--- config.mk ---
export PLATFORM = sky130hd
export DESIGN_NAME = cmbx_mailbox
export DESIGN_NICKNAME = d
export VERILOG_FILES = /design/src/rtl/cmbx_pkg.sv /design/src/rtl/cmbx_decode.sv /design/src/rtl/cmbx_sema.sv /design/src/rtl/cmbx_status.sv /design/src/rtl/cmbx_mailbox.sv
export SDC_FILE = /design/constraint.sdc
export NUM_CORES = 1
export LEC_CHECK = 0
export CORE_MARGIN = 8
export CORE_UTILIZATION = 39
export DETAILED_ROUTE_END_ITERATION = 7
export MAX_ROUTING_LAYER = met4
export PLACE_DENSITY_LB_ADDON = 0.1
export SLEW_MARGIN = 20
export SYNTH_ARGS = -nofsm -noshare
export SYNTH_HDL_FRONTEND = slang
export SYNTH_SLANG_ARGS = --single-unit
export TNS_END_PERCENT = 5
--- constraint.sdc ---
create_clock -name clk -period 1.5 [get_ports clk]
set_clock_uncertainty 0.05 [all_clocks]
set_input_delay 0.15 -clock clk [delete_from_list [all_inputs] [get_ports clk]]
set_output_delay 0.15 -clock clk [all_outputs]
set_load 0.03 [all_outputs]
--- src/rtl/cmbx_pkg.sv ---
package cmbx_pkg;
  typedef enum logic [1:0] {
    CLS_NONE = 2'd0,
    CLS_FULL = 2'd1,
    CLS_LITE = 2'd2,
    CLS_DMA  = 2'd3
  } chan_class_e;
endpackage

--- src/rtl/cmbx_decode.sv ---
module cmbx_decode
  import cmbx_pkg::*;
#(
  parameter int OP_W         = 4,
  parameter int CH_W         = 4,
  parameter int FULL_CH      = 4,
  parameter int LITE_CH      = 4,
  parameter int DMA_CH       = 2,
  parameter int FULL_LAST_OP = 8,
  parameter int GRACE_OP     = 5,
  parameter int GROUP_OP     = 8,
  parameter int DMA_INIT_OP  = 0,
  parameter int DMA_STOP_OP  = 4,
  parameter int DMA_ARM_OP   = 9
) (
  input  logic [OP_W-1:0] op,
  input  logic [CH_W-1:0] chan,
  output chan_class_e     cls,
  output logic            legal
);
  localparam int NCH = 2 ** CH_W;
  localparam int NOP = 2 ** OP_W;
  localparam logic [NOP-1:0] ONE       = {{(NOP-1){1'b0}}, 1'b1};
  localparam logic [NOP-1:0] FULL_MASK = (ONE << (FULL_LAST_OP + 1)) - ONE;
  localparam logic [NOP-1:0] LITE_MASK = FULL_MASK & ~(ONE << GRACE_OP) & ~(ONE << GROUP_OP);
  localparam logic [NOP-1:0] DMA_MASK  = (ONE << DMA_INIT_OP) | (ONE << DMA_STOP_OP)
                                       | (ONE << DMA_ARM_OP);
  localparam int LITE_BASE = FULL_CH;
  localparam int DMA_BASE  = FULL_CH + LITE_CH;
  localparam int NONE_BASE = FULL_CH + LITE_CH + DMA_CH;

  chan_class_e    cls_tab  [NCH];
  logic [NOP-1:0] mask_tab [NCH];

  for (genvar i = 0; i < NCH; i++) begin : g_chan
    if (i < LITE_BASE) begin : g_full
      assign cls_tab[i]  = CLS_FULL;
      assign mask_tab[i] = FULL_MASK;
    end else if (i < DMA_BASE) begin : g_lite
      assign cls_tab[i]  = CLS_LITE;
      assign mask_tab[i] = LITE_MASK;
    end else if (i < NONE_BASE) begin : g_dma
      assign cls_tab[i]  = CLS_DMA;
      assign mask_tab[i] = DMA_MASK;
    end else begin : g_none
      assign cls_tab[i]  = CLS_NONE;
      assign mask_tab[i] = '0;
    end
  end

  always_comb begin
    cls   = cls_tab[chan];
    legal = mask_tab[chan][op];
  end
endmodule

--- src/rtl/cmbx_sema.sv ---
module cmbx_sema
  import cmbx_pkg::*;
#(
  parameter int OP_W = 4,
  parameter int CH_W = 4
) (
  input  logic            clk,
  input  logic            rst_n,
  input  logic            cmd_wr,
  input  logic            done,
  input  logic            legal,
  input  chan_class_e     in_cls,
  input  logic [OP_W-1:0] in_op,
  input  logic [CH_W-1:0] in_ch,
  output logic            flag,
  output logic            strobe,
  output logic            bad_pend,
  output logic            busy_hit,
  output logic [OP_W-1:0] op_q,
  output logic [CH_W-1:0] ch_q,
  output chan_class_e     cls_q
);
  logic        flag_q, flag_d;
  logic        strb_q, strb_d;
  logic        bad_q,  bad_d;
  logic        accept;
  logic        ld_en;
  logic [OP_W-1:0] op_d;
  logic [CH_W-1:0] ch_d;
  chan_class_e     cls_d;

  always_comb begin
    accept   = cmd_wr & ~flag_q;
    busy_hit = cmd_wr &  flag_q;
    ld_en    = accept;
    strb_d   = accept & legal;
    bad_d    = accept & ~legal;

    flag_d = flag_q;
    if (accept)               flag_d = 1'b1;
    else if (bad_q)           flag_d = 1'b0;
    else if (flag_q && done)  flag_d = 1'b0;

    op_d  = ld_en ? in_op  : op_q;
    ch_d  = ld_en ? in_ch  : ch_q;
    cls_d = ld_en ? in_cls : cls_q;
  end

  always_ff @(posedge clk or negedge rst_n) begin
    if (!rst_n) begin
      flag_q <= 1'b0;
      strb_q <= 1'b0;
      bad_q  <= 1'b0;
      op_q   <= '0;
      ch_q   <= '0;
      cls_q  <= CLS_NONE;
    end else begin
      flag_q <= flag_d;
      strb_q <= strb_d;
      bad_q  <= bad_d;
      op_q   <= op_d;
      ch_q   <= ch_d;
      cls_q  <= cls_d;
    end
  end

  assign flag     = flag_q;
  assign strobe   = strb_q;
  assign bad_pend = bad_q;
endmodule

--- src/rtl/cmbx_status.sv ---
module cmbx_status (
  input  logic       clk,
  input  logic       rst_n,
  input  logic       set_ill,
  input  logic       set_ovr,
  input  logic       clr_wr,
  input  logic [1:0] clr_bits,
  output logic       ill,
  output logic       ovr
);
  logic ill_q, ill_d, ovr_q, ovr_d;

  always_comb begin
    ill_d = set_ill | (ill_q & ~(clr_wr & clr_bits[1]));
    ovr_d = set_ovr | (ovr_q & ~(clr_wr & clr_bits[0]));
  end

  always_ff @(posedge clk or negedge rst_n) begin
    if (!rst_n) begin
      ill_q <= 1'b0;
      ovr_q <= 1'b0;
    end else begin
      ill_q <= ill_d;
      ovr_q <= ovr_d;
    end
  end

  assign ill = ill_q;
  assign ovr = ovr_q;
endmodule

--- src/rtl/cmbx_mailbox.sv ---
module cmbx_mailbox
  import cmbx_pkg::*;
#(
  parameter int OP_W    = 4,
  parameter int CH_W    = 4,
  parameter int FULL_CH = 4,
  parameter int LITE_CH = 4,
  parameter int DMA_CH  = 2,
  localparam int WD_W   = OP_W + CH_W,
  localparam int RD_W   = WD_W + 3
) (
  input  logic            clk,
  input  logic            rst_n,
  input  logic            wr_en,
  input  logic            wr_addr,
  input  logic [WD_W-1:0] wr_data,
  output logic [RD_W-1:0] rd_data,
  input  logic            done,
  output logic            cmd_valid,
  output logic [OP_W-1:0] cmd_op,
  output logic [CH_W-1:0] cmd_chan,
  output logic [1:0]      cmd_class
);
  logic            cmd_wr, clr_wr;
  logic [OP_W-1:0] in_op;
  logic [CH_W-1:0] in_ch;
  chan_class_e     in_cls, cls_q;
  logic            legal;
  logic            flag, bad_pend, busy_hit, ill, ovr;
  logic [OP_W-1:0] op_q;
  logic [CH_W-1:0] ch_q;

  always_comb begin
    cmd_wr = wr_en & ~wr_addr;
    clr_wr = wr_en &  wr_addr;
    in_op  = wr_data[WD_W-1:CH_W];
    in_ch  = wr_data[CH_W-1:0];
  end

  cmbx_decode #(
    .OP_W(OP_W), .CH_W(CH_W),
    .FULL_CH(FULL_CH), .LITE_CH(LITE_CH), .DMA_CH(DMA_CH)
  ) u_dec (
    .op(in_op), .chan(in_ch), .cls(in_cls), .legal(legal)
  );

  cmbx_sema #(.OP_W(OP_W), .CH_W(CH_W)) u_sema (
    .clk(clk), .rst_n(rst_n), .cmd_wr(cmd_wr), .done(done),
    .legal(legal), .in_cls(in_cls), .in_op(in_op), .in_ch(in_ch),
    .flag(flag), .strobe(cmd_valid), .bad_pend(bad_pend),
    .busy_hit(busy_hit), .op_q(op_q), .ch_q(ch_q), .cls_q(cls_q)
  );

  cmbx_status u_stat (
    .clk(clk), .rst_n(rst_n), .set_ill(bad_pend), .set_ovr(busy_hit),
    .clr_wr(clr_wr), .clr_bits(wr_data[1:0]), .ill(ill), .ovr(ovr)
  );

  always_comb begin
    rd_data   = {flag, ill, ovr, op_q, ch_q};
    cmd_op    = op_q;
    cmd_chan  = ch_q;
    cmd_class = cls_q;
  end
endmodule

==> flow_summary.yaml, run 1 <==
status:
  status: "complete, no violations"
clock_network:
  h-tree-depth: 1
  clock_path_buffers: 2
  cts_resized: 22
  cts.clk_slew.worst_paths_ns: 0.10
  cts_tree: "yes"
  cts_made_buffers: 3
  holdBufCountCts: 0
  post_cts_buffers: 0
  clock_latency_ns: 0.28
  root_buffer: "clkbuf_4"
  cts.sinks: 15
timing:
  worst_hold_slack_ns: 0.130
  clock.fmax_ghz: 0.730
  hold_violations: 0
  rsz0062_at_grt: "no"
  finalCriticalPeriod_ns: 1.37
  finalSetupViolCount: 0
  finalMaxSlewViolations: 0
  finalWorstSetupSlack_ns: 0.130
  fin_crit_sh_pct: 91.3
  max_slew_margin_pct: 79.2
  worst_pin_slew_ns: 0.313
setup_path:
  reg2regPathDepth: 3
  ff2ff_setup_slack_ns: 0.13
  crit_arrival_ns: 1.49
  worst_setup_path_end_kind: "flip-flop"
  worstReg2RegStart: "u_sema.flag"
  path_class: "flip-flop to flip-flop"
  cp.required_ns: 1.62
  start_kind: "flip-flop"
  startpoint: "u_sema.flag"
  r2r_end: "u_sema.cls_q[0]"
  worstPathMaxFanout: 14
  crit_path_end: "u_sema.cls_q[0]"
grt:
  grt_overflow: 0
  grt_use_total_pct: 10.6
  grt_pass1_vias: 618
  grt_max_degree: 16
  antenna_found_initial: 0
  grt_pass1_wl_um: 2800
floorplanning:
  fp.coreArea_um2: 1880
  initial_core_util_pct: 40.0
  num_io_pins: 35
  row_count: 16
  dieArea_um2: 3590
  fp.dieW_um: 59.9
  fp.dieH_um: 59.9
drt:
  drtPass1Iterations: 3
  wl_per_cell_um: 13.7
  vias: 574
  drc: 0
  vias_per_cell: 4.74
  routed_wl_um: 1660
  drt_iter0_drc: 9
  ant_nets: 0
placement:
  port_buffers: 34
  pre_cts_ws_ns: -0.0493
  place_area_um2: 1090
  dp_hpwl_um: 1300
  gp_congestion: 0.721
power_and_ir_drop:
  powerDensity_nw_per_um2: 1230
  ir_drop_v: 0.000713
  leakagePower_nw: 0.521
  power_mw: 1.35
logic_synthesis:
  ys_types: 21
  synthesis.nets: 74
  yosysTopAreaCell: "dfrtp_1"
  synth_area_um2: 752
  synthTopCellsByArea: "dfrtp_1 (50%), buf_4 (11%), mux2_4 (10%)"
  synth.top_cell.area_share_pct: 49.9
  ys_seq_area_share_pct: 49.9
  syn_inst: 61
  ys_ff_latch: 15
  synth_warnings: 0
  synth_area_per_cell_um2: 12.3
finish:
  diodes: 0
  final_nets: 108
  postLayoutCellArea_um2: 1090
  layout.cells.most_common_list: "dlygate4sd2_1 (22), dfrtp_1 (15), clkdlybuf4s50_1 (12), buf_4 (6)"
  fin_util_pct: 58.1
  post_route_cells_drive_above_1_share_pct: 24.5
  mostFrequentLayoutCell: "dlygate4sd2_1"
  synthToLayoutAreaGrowth_pct: 45.4
run:
  max-cap-violations: 0
hold_path:
  hold_path_class: "primary input to async pin"
==> cell type report <==
type | instances | area, um2
Fill cell | 190 | 788
Timing Repair Buffer | 41 | 378
Sequential cell | 15 | 375
Multi-Input combinational cell | 33 | 275
Tap cell | 27 | 33.8
Clock buffer | 3 | 22.5
Clock inverter | 1 | 5.00
Inverter | 1 | 3.75
==> report_power, final <==
part           total [mW]  switching, mW  internal, mW
logic               0.594          0.357         0.236
registers           0.523         0.0459         0.478
clock network       0.231          0.132        0.0989
total                1.35          0.535         0.813
==> worst min path at each step <==
stage | start | to | slack, ns | cells past startpoint
after CTS | rst_n | u_sema.ch_q[0] | 0.13 | 2
after global routing | rst_n | u_sema.ch_q[0] | 0.14 | 2
after global placement | u_sema.bad_pend | u_stat.ill | 0.38 | 1
after detailed placement | u_sema.bad_pend | u_stat.ill | 0.40 | 1
after floorplan | rst_n | u_sema.bad_pend | -0.20 | 0
final | rst_n | u_sema.ch_q[0] | 0.13 | 2
==> cell usage after synthesis <==
cell / count
o21ai_0: 2
a21oi_1: 5
buf_8: 1
nor2_1: 3
mux2_2: 4
and3b_1: 1
dfrtp_1: 15
buf_4: 11
inv_1: 1
nor4b_1: 1
a21o_1: 1
nor3b_1: 1
nand2_1: 2
o31ai_1: 1
nand3_1: 2
a21o_2: 1
nor3b_4: 1
mux2_4: 5
and3_2: 1
nand4b_1: 1
a21boi_1: 1
==> per-stage QoR <==
stage                     cells  TNS [ns]
final                       121         0
after global routing        121         0
after CTS                   121         0
after detailed placement    117    -0.235
after global placement      117    -0.130
after floorplan              61         0
==> cells by family (layout without fill, tap and decap cells) <==
family,Yosys count,in the layout,share of synthesized area (%)
AOI/OAI and AO/OA,11,11,8.82
buffers and inverters,13,46,13.5
and+or+nand+nor,13,13,11.8
muxes,9,9,16.0
DFF,15,15,49.9
==> critical path, stage by stage (launching register included) <==
cell and delay, ns:
dfrtp_1 0.44, nor3b_4 0.25, buf_12 0.17, mux2_2 0.33
==> sequential cells by signal, indices dropped and copies added, names as in the netlist <==
signal and count:
u_sema.bad_pend 1, u_sema.ch_q 4, u_sema.cls_q 2, u_sema.flag 1
u_sema.op_q 4, u_sema.strobe 1, u_stat.ill 1, u_stat.ovr 1
==> metal layers <==
metal  GRT usage, %  vias up  wire, um
li1               -      271         -
met1           11.3      282       719
met2           16.9       19       800
met3           3.87        2       127
met4           5.10        0        12
met5              -        -         0
Note: power is estimated with default switching activity, not from simulation.
==> run 2: changes to the inputs <==
- GPL_ROUTABILITY_DRIVEN: not set -> 0
==> results of run 2 <==
Final layout, timing and power as in run 1 (identical DEF).
